**src/rtl/synctmr_pkg.sv**
```systemverilog
package synctmr_pkg;

    localparam int DATA_W = 32;
    localparam int HALF_W = 16;

    localparam logic [DATA_W-1:0] REV_CODE = 32'h0000_0021;
    localparam int unsigned OFS_REV = 32'h00;
    localparam int unsigned OFS_CNT = 32'h10;

    typedef enum logic [1:0] {
        ACC_BYTE = 2'd0,
        ACC_HALF = 2'd1,
        ACC_WORD = 2'd2,
        ACC_RSVD = 2'd3
    } acc_size_e;

    typedef enum logic [1:0] {
        SRC_ZERO = 2'd0,
        SRC_REV  = 2'd1,
        SRC_CNT  = 2'd2
    } word_src_e;

    typedef enum logic [1:0] {
        LANE_NONE = 2'd0,
        LANE_FULL = 2'd1,
        LANE_LOW  = 2'd2,
        LANE_HOLD = 2'd3
    } lane_e;

    typedef struct packed {
        logic      valid;
        logic      err;
        word_src_e src;
        lane_e     lane;
        logic      hold_ld;
    } dec_t;

    function automatic logic [DATA_W-1:0] shape_resp(
        input lane_e             lane,
        input logic [DATA_W-1:0] word,
        input logic [HALF_W-1:0] held
    );
        logic [DATA_W-1:0] r;
        case (lane)
            LANE_FULL: r = word;
            LANE_LOW:  r = {{(DATA_W-HALF_W){1'b0}}, word[HALF_W-1:0]};
            LANE_HOLD: r = {{(DATA_W-HALF_W){1'b0}}, held};
            default:   r = '0;
        endcase
        return r;
    endfunction

endpackage

```
**src/rtl/synctmr_count.sv**
```systemverilog
module synctmr_count #(
    parameter int CNT_W = 32
) (
    input  logic             clk,
    input  logic             rst,
    input  logic             tick_en,
    output logic [CNT_W-1:0] cnt
);
    always_ff @(posedge clk) begin
        if (rst) begin
            cnt <= '0;
        end else if (tick_en) begin
            cnt <= cnt + 1'b1;
        end
    end
endmodule

```
**src/rtl/synctmr_decode.sv**
```systemverilog
module synctmr_decode
    import synctmr_pkg::*;
#(
    parameter int ADDR_W = 8
) (
    input  logic              rd,
    input  logic              wr,
    input  logic [1:0]        size,
    input  logic [ADDR_W-1:0] addr,
    output dec_t              dec
);
    localparam logic [ADDR_W-1:0] A_REV = ADDR_W'(OFS_REV);
    localparam logic [ADDR_W-1:0] A_CNT = ADDR_W'(OFS_CNT);

    word_src_e src_hit;
    logic      miss;

    always_comb begin
        miss = 1'b0;
        if (addr == A_REV) begin
            src_hit = SRC_REV;
        end else if (addr == A_CNT) begin
            src_hit = SRC_CNT;
        end else begin
            src_hit = SRC_ZERO;
            miss    = 1'b1;
        end
    end

    always_comb begin
        dec         = '0;
        dec.src     = SRC_ZERO;
        dec.lane    = LANE_NONE;
        if (wr) begin
            dec.valid = 1'b1;
            dec.err   = 1'b1;
        end else if (rd) begin
            dec.valid = 1'b1;
            case (acc_size_e'(size))
                ACC_WORD: begin
                    dec.src  = src_hit;
                    dec.err  = miss;
                    dec.lane = LANE_FULL;
                end
                ACC_HALF: begin
                    if (addr[1]) begin
                        dec.lane = LANE_HOLD;
                    end else begin
                        dec.src     = src_hit;
                        dec.err     = miss;
                        dec.lane    = LANE_LOW;
                        dec.hold_ld = 1'b1;
                    end
                end
                default: begin
                    dec.err = 1'b1;
                end
            endcase
        end
    end
endmodule

```
**src/rtl/synctmr_hold.sv**
```systemverilog
module synctmr_hold #(
    parameter int HOLD_W = 16
) (
    input  logic              clk,
    input  logic              rst,
    input  logic              load,
    input  logic [HOLD_W-1:0] din,
    output logic [HOLD_W-1:0] q
);
    always_ff @(posedge clk) begin
        if (rst) begin
            q <= '0;
        end else if (load) begin
            q <= din;
        end
    end
endmodule

```
**src/rtl/sync_tick_counter.sv**
```systemverilog
module sync_tick_counter
    import synctmr_pkg::*;
#(
    parameter int ADDR_W = 8,
    parameter int CNT_W  = 32
) (
    input  logic              clk,
    input  logic              rst,
    input  logic              tick_en,
    input  logic [ADDR_W-1:0] bus_addr,
    input  logic              bus_rd,
    input  logic              bus_wr,
    input  logic [1:0]        bus_size,
    input  logic [31:0]       bus_wdata,
    output logic [31:0]       rd_data,
    output logic              resp_valid,
    output logic              acc_err
);
    logic [CNT_W-1:0]  count_q;
    logic [DATA_W-1:0] cnt_word;
    logic [DATA_W-1:0] word_sel;
    logic [HALF_W-1:0] hold_q;
    logic [DATA_W-1:0] resp_d;
    dec_t              dec;
    logic              wdata_unused;

    assign wdata_unused = ^bus_wdata;

    synctmr_count #(.CNT_W(CNT_W)) u_count (
        .clk     (clk),
        .rst     (rst),
        .tick_en (tick_en),
        .cnt     (count_q)
    );

    generate
        if (CNT_W < DATA_W) begin : g_ext
            assign cnt_word = {{(DATA_W-CNT_W){1'b0}}, count_q};
        end else begin : g_full
            assign cnt_word = count_q[DATA_W-1:0];
        end
    endgenerate

    synctmr_decode #(.ADDR_W(ADDR_W)) u_decode (
        .rd   (bus_rd),
        .wr   (bus_wr),
        .size (bus_size),
        .addr (bus_addr),
        .dec  (dec)
    );

    always_comb begin
        case (dec.src)
            SRC_REV: word_sel = REV_CODE;
            SRC_CNT: word_sel = cnt_word;
            default: word_sel = '0;
        endcase
    end

    synctmr_hold #(.HOLD_W(HALF_W)) u_hold (
        .clk  (clk),
        .rst  (rst),
        .load (dec.hold_ld),
        .din  (word_sel[DATA_W-1:HALF_W]),
        .q    (hold_q)
    );

    assign resp_d = shape_resp(dec.lane, word_sel, hold_q);

    always_ff @(posedge clk) begin
        if (rst) begin
            rd_data    <= '0;
            resp_valid <= 1'b0;
            acc_err    <= 1'b0;
        end else begin
            rd_data    <= resp_d;
            resp_valid <= dec.valid;
            acc_err    <= dec.err;
        end
    end
endmodule

```
**config.mk**
```make
export PLATFORM = sky130hd
export DESIGN_NAME = sync_tick_counter
export DESIGN_NICKNAME = d
export VERILOG_FILES = /design/src/rtl/synctmr_pkg.sv /design/src/rtl/synctmr_count.sv /design/src/rtl/synctmr_decode.sv /design/src/rtl/synctmr_hold.sv /design/src/rtl/sync_tick_counter.sv
export SDC_FILE = /design/constraint.sdc
export NUM_CORES = 1
export LEC_CHECK = 0
export BUFFER_PORTS_ARGS = -buffer_cell sky130_fd_sc_hd__buf_2
export CELL_PAD_IN_SITES_DETAIL_PLACEMENT = 0
export CELL_PAD_IN_SITES_GLOBAL_PLACEMENT = 1
export CORE_MARGIN = 3
export CORE_UTILIZATION = 40
export DETAILED_ROUTE_END_ITERATION = 8
export PLACE_DENSITY_LB_ADDON = 0.08
export SYNTH_ARGS = -nofsm -noshare
export SYNTH_HDL_FRONTEND = slang
export SYNTH_SLANG_ARGS = --single-unit
```
**constraint.sdc**
```tcl
create_clock -name clk -period 7.5 [get_ports clk]
set_clock_uncertainty 0.15 [all_clocks]
set_input_delay 1.125 -clock clk [delete_from_list [all_inputs] [get_ports clk]]
set_output_delay 1.125 -clock clk [all_outputs]
set_load 0.01 [all_outputs]
```
== Yosys cells after proc, flatten, opt, wreduce, memory -nomap -nowiden ==
Cells that the tools add are included.
Widths: inputs -> output; s select.

* Word-level logic and storage cells: 30
* Bits in registers: 82
* Input bits: 47
* Output and inout port bits: 34

* Add/sub/neg operators: 1
* Mux-type cells: 15
* Equal/unequal tests: 8
* Reductions and logical operators: 1

{| class="wikitable"
|+ Operators by type and width
! cell !! number
|-
| $pmux 32 s3 || 1
|-
| $pmux 32 s2 || 1
|-
| $add 32x1->32 const B || 1
|-
| $eq 2x2->1 const B || 4
|-
| $eq 8x5->1 const B || 1
|-
| $logic_not 8->1 || 1
|-
| $pmux 4 s2 || 1
|-
| $mux 7 || 1
|-
| $eq 2x1->1 const B || 3
|-
| $mux 2 || 3
|-
| $mux 1 || 5
|-
| $mux 5 || 1
|-
| $mux 3 || 1
|-
| $pmux 1 s2 || 1
|}

== Depth between registers and ports, before layout ==
* Depth after elaboration: 10
* Gate-level depth with buffers: 11
* Mapped depth without buffers: 9

== By module ==
From an unflattened synthesis, not the netlist that was laid out.

* Cells, all modules: 410
* Area, all modules: 3753.6 sq um

{| class="wikitable"
|+ By module, submodules not included
! module !! area each (sq um) !! seq. area each (sq um) !! instances !! cells each
|-
| synctmr_count || 1564.0 || 640.6 || 1 || 181
|-
| sync_tick_counter || 1476.4 || 680.7 || 1 || 157
|-
| synctmr_hold || 580.6 || 320.3 || 1 || 52
|-
| synctmr_decode || 132.6 || 0.0 || 1 || 20
|}

== Worst setup path before layout ==
Ideal clock, no wire load.

* Kind: input -> register
* From: input port bus_size[0]
* To: register rd_data[10]
* Data arrival time: 3.357 ns
* Data required time: 7.290 ns
* Setup time: 0.060 ns
* Buffers on the path: 2
* Stages: 11
* Slack: 3.933 ns
* Cells stage by stage: inv_1 ha_1 nand2b_1 nor3_1 and2_1 ha_1 clkbuf_1 nand2b_1 nor3_1 clkbuf_1 a22o_1

* Longest elaborated chain between the ends: 7
* Elaborated cells between the ends (all ways): 12
* Those cells by class: eq/ne (7); mux (5)

{| class="wikitable"
|+ Ends and longest elaborated chain
! what !! line !! source
|-
| start, declared || sync_tick_counter.sv:13 || <nowiki>input logic [1:0] bus_size,</nowiki>
|-
| $eq 2x1->1 / $eq 2x2->1 (equally long branches) || synctmr_decode.sv:39 || <nowiki>case (acc_size_e'(size))</nowiki>
|-
| $pmux 4 s2 * || synctmr_decode.sv:39 ||
|-
| $mux 7 * || synctmr_decode.sv:37 || <nowiki>end else if (rd) begin</nowiki>
|-
| $mux 5 * || synctmr_decode.sv:34 || <nowiki>if (wr) begin</nowiki>
|-
| $eq 2x2->1 / $eq 2x1->1 (equally long branches) || sync_tick_counter.sv:53 || <nowiki>case (dec.src)</nowiki>
|-
| $pmux 32 s2 || sync_tick_counter.sv:53 ||
|-
| $pmux 32 s3 * || synctmr_pkg.sv:44 || <nowiki>case (lane)</nowiki>
|-
| end signal, assigned || sync_tick_counter.sv:76 || <nowiki>rd_data <= resp_d;</nowiki>
|-
| end, declared || sync_tick_counter.sv:15 || <nowiki>output logic [31:0] rd_data,</nowiki>
|}

Every way passes the cells marked *; elsewhere a longest branch is shown, timed or not.
A chain may end at the register's enable or synchronous reset.

== Final worst setup path ==
* From: input port bus_size[0]
* To: register rd_data[12]

Same word-level chain as after synthesis.

==> results.yml <==
cts:
  clock_path_buffers: 2
  cts_resized: 0
  hold_buffers: 0
  cts_tree: "built"
  clock_sinks: 82
  cts_buffers: 9
  ctsHtreeMaxLevel: 3
  path_clk_slew_ns: 0.09
  cts_root_buf: "clkbuf_8"
  postCtsSetupBuffers: 0
  clock_latency_ns: 0.35
global_route:
  grt_max_degree: 53
  grt_overflow: 0
  grt_pass1_wl_um: 12370
  grt_pass1_vias: 2519
  grt_use_total_pct: 17.38
  grt_antenna_before_repair: 0
drt:
  wl_met3_um: 326
  wl_um: 7539
  avgRoutedWirePerCell_um: 15.14
  wl_met2_um: 3422
  drc: 0
  vias: 2700
  first_pass_iters: 4
  top_layer: "met4"
  viasPerCell: 5.422
  drt.antenna.violating_nets: 0
  drt_iter0_drc: 103
  wl_met1_um: 3610
setup_path:
  cp_slowest_cell: "ha_1"
  cp-start-kind: "input pin"
  max_stage_delay_ns: 0.57
  critical_path_class: "in2reg"
  crit_arrival_ns: 3.67
  required_ns: 7.65
  crit_path_end_kind: "register"
  cp_cell_sequence: "buf_2, inv_1, ha_1, nand2b_1, nor3_1, and2_1, ha_1, nand2b_1, nor3_1, buf_4, a22o_1"
  critPathMaxFanout: 19
finish:
  finish.utilization_pct: 47.61
  fin_nets: 443
  syn2layout_area_growth_pct: 14.32
  drive_gt1_share_pct: 18.43
  antenna_cells: 0
  nFillCells: 810
yosys:
  synth-main-ff-cell: "dfxtp_1"
  synth_warnings: 0
  synth_seq_cells: 82
  synthDistinctLibCells: 38
  synth_cells: 350
  yosysSeqAreaShare_pct: 50.23
  synthArstFlopShare_pct: 0
  netlist_area_um2: 3268
  yosysTopAreaCell: "dfxtp_1"
  ys_top_cells_by_area: "dfxtp_1 50%, a21oi_1 5.8%, nand3_1 4.1%, a22o_1 3.8%, or4_1 3.7%"
  synth_edf_count: 0
  syn_nets: 402
  synth_top_area_share_pct: 50.23
  syn_avg_cell_area_um2: 9.338
pwr:
  power.static_leakage_nw: 1.402
  ir_drop_mv: 0.08131
  powerDensity_nw_per_um2: 202.2
  p_total_uw: 755.3
outcome:
  status: "finished clean"
placed_design:
  place.gp.congestion: 0.7837
  numPortBuffers: 48
  place_ws_ns: 3.597
  hpwl_um: 5024
timing:
  hold_ws_ns: 0.3105
  report.final.slew_viol_count: 0
  grt_setup_unrepaired: "no"
  fin_ws_ns: 3.973
  setup_viol: 0
  relSlewSlack_pct: 31.92
  timing.final.crit_share_pct: 47.03
  worst_pin_slew_ns: 1.021
  hold_viol: 0
  fin_crit_ns: 3.527
  max_freq_ghz: 0.2835
  setup_tns_ns: 0
floorplan:
  coreArea_um2: 7848
  ios: 81
  start_util_pct: 41.65
  dieArea_um2: 9291
  die_h_um: 96.39
  fp.dieW_um: 96.39
  placementRows: 32
flow_run:
  drv_cap: 0
worst_hold_path:
  hp-class: "reg2reg"
[state kept, by name (all words and copies together), names as in the netlist]
| signal | count |
|---|---|
| resp_valid | 1 |
| rd_data | 32 |
| u_hold.q | 16 |
| acc_err | 1 |
| u_count.cnt | 32 |
[cell families (layout without fill, tap and decap cells)]
kind of cell | count (synthesis) | count (layout) | synth area share, %
compound gates | 80 | 80 | 15.74
fa+ha+maj | 5 | 5 | 1.914
mux | 1 | 1 | 0.3063
buf+inv | 26 | 72 | 3.637
flops | 82 | 82 | 50.23
simple gates | 146 | 146 | 25.50
xor+xnor | 10 | 10 | 2.680
[final cells by class]
class	count	area, µm²	area share (%)
Inverter	5	18.77	0.5023
Sequential cell	82	1642	43.94
Clock inverter	7	53.80	1.440
Timing Repair Buffer	51	262.8	7.033
Tap cell	102	127.6	3.416
Multi-Input combinational cell	242	1508	40.36
Clock buffer	9	123.9	3.315
[through the flow]
| stage | cells | cell area (µm²) |
|---|---|---|
| 2_1_floorplan | 350 | 3268 |
| 3_3_place_gp | 482 | 3558 |
| 3_5_place_dp | 482 | 3558 |
| 4_1_cts | 498 | 3736 |
| 5_1_grt | 498 | 3736 |
| 6_report | 498 | 3736 |
[worst max-delay path, delay by kind of cell]
kind	cells	cell delay, ns
AOI/OAI and AO/OA	1	0.17
buffers and inverters	3	0.38
adders and majority gates	2	0.90
and+or+nand+nor	5	1.09
[synth_stat cells (5+ instances only)]
cell and n:
or3_1 5, nor3_1 5, inv_1 5, and4_1 5
nand2_1 29, and2_1 18, nand3_1 27, clkbuf_1 13
nand4_1 8, nor2_1 16, dfxtp_1 82, a21oi_1 38
ha_1 5, xor2_1 8, a22o_1 14, or4_1 16
o21ai_0 6, o31ai_1 15
[report_power, final]
group	internal, mW	switching (mW)
sequential	0.437	0.00191
clock	0.123	0.172
combinational	0.00831	0.0134
total	0.568	0.187
[cells in the final DEF, fill, tap and decap left out, types with 5 or more instances in the layout]
cell type / count
buf_2: 48
nand4_1: 8
inv_1: 5
and4_1: 5
a22o_1: 14
clkbuf_8: 9
nand2_1: 29
dfxtp_1: 82
or3_1: 5
o31ai_1: 15
ha_1: 5
nor3_1: 5
nand3_1: 27
or4_1: 16
and2_1: 18
xor2_1: 8
o21ai_0: 6
nor2_1: 16
a21oi_1: 38
[worst paths after layout]
| kind | from | end | slack (ns) | cells after the start |
|---|---|---|---|---|
| worst max-delay path | bus_size[0] | rd_data[12] | 3.97 | 11 |
| worst max register to register | u_count.cnt[3] | u_count.cnt[22] | 5.20 | 4 |
| worst min register to register | u_hold.q[12] | u_hold.q[12] | 0.31 | 2 |
| worst min-delay path | u_hold.q[12] | u_hold.q[12] | 0.31 | 2 |
[per-layer routing]
layer	vias to the layer above	track usage (%)
met3	14	2.711
li1	1355	-
met5	-	0
met2	67	27.95
met4	0	8.411
met1	1264	22.75
No activity file was read; power rests on OpenSTA's default activity.
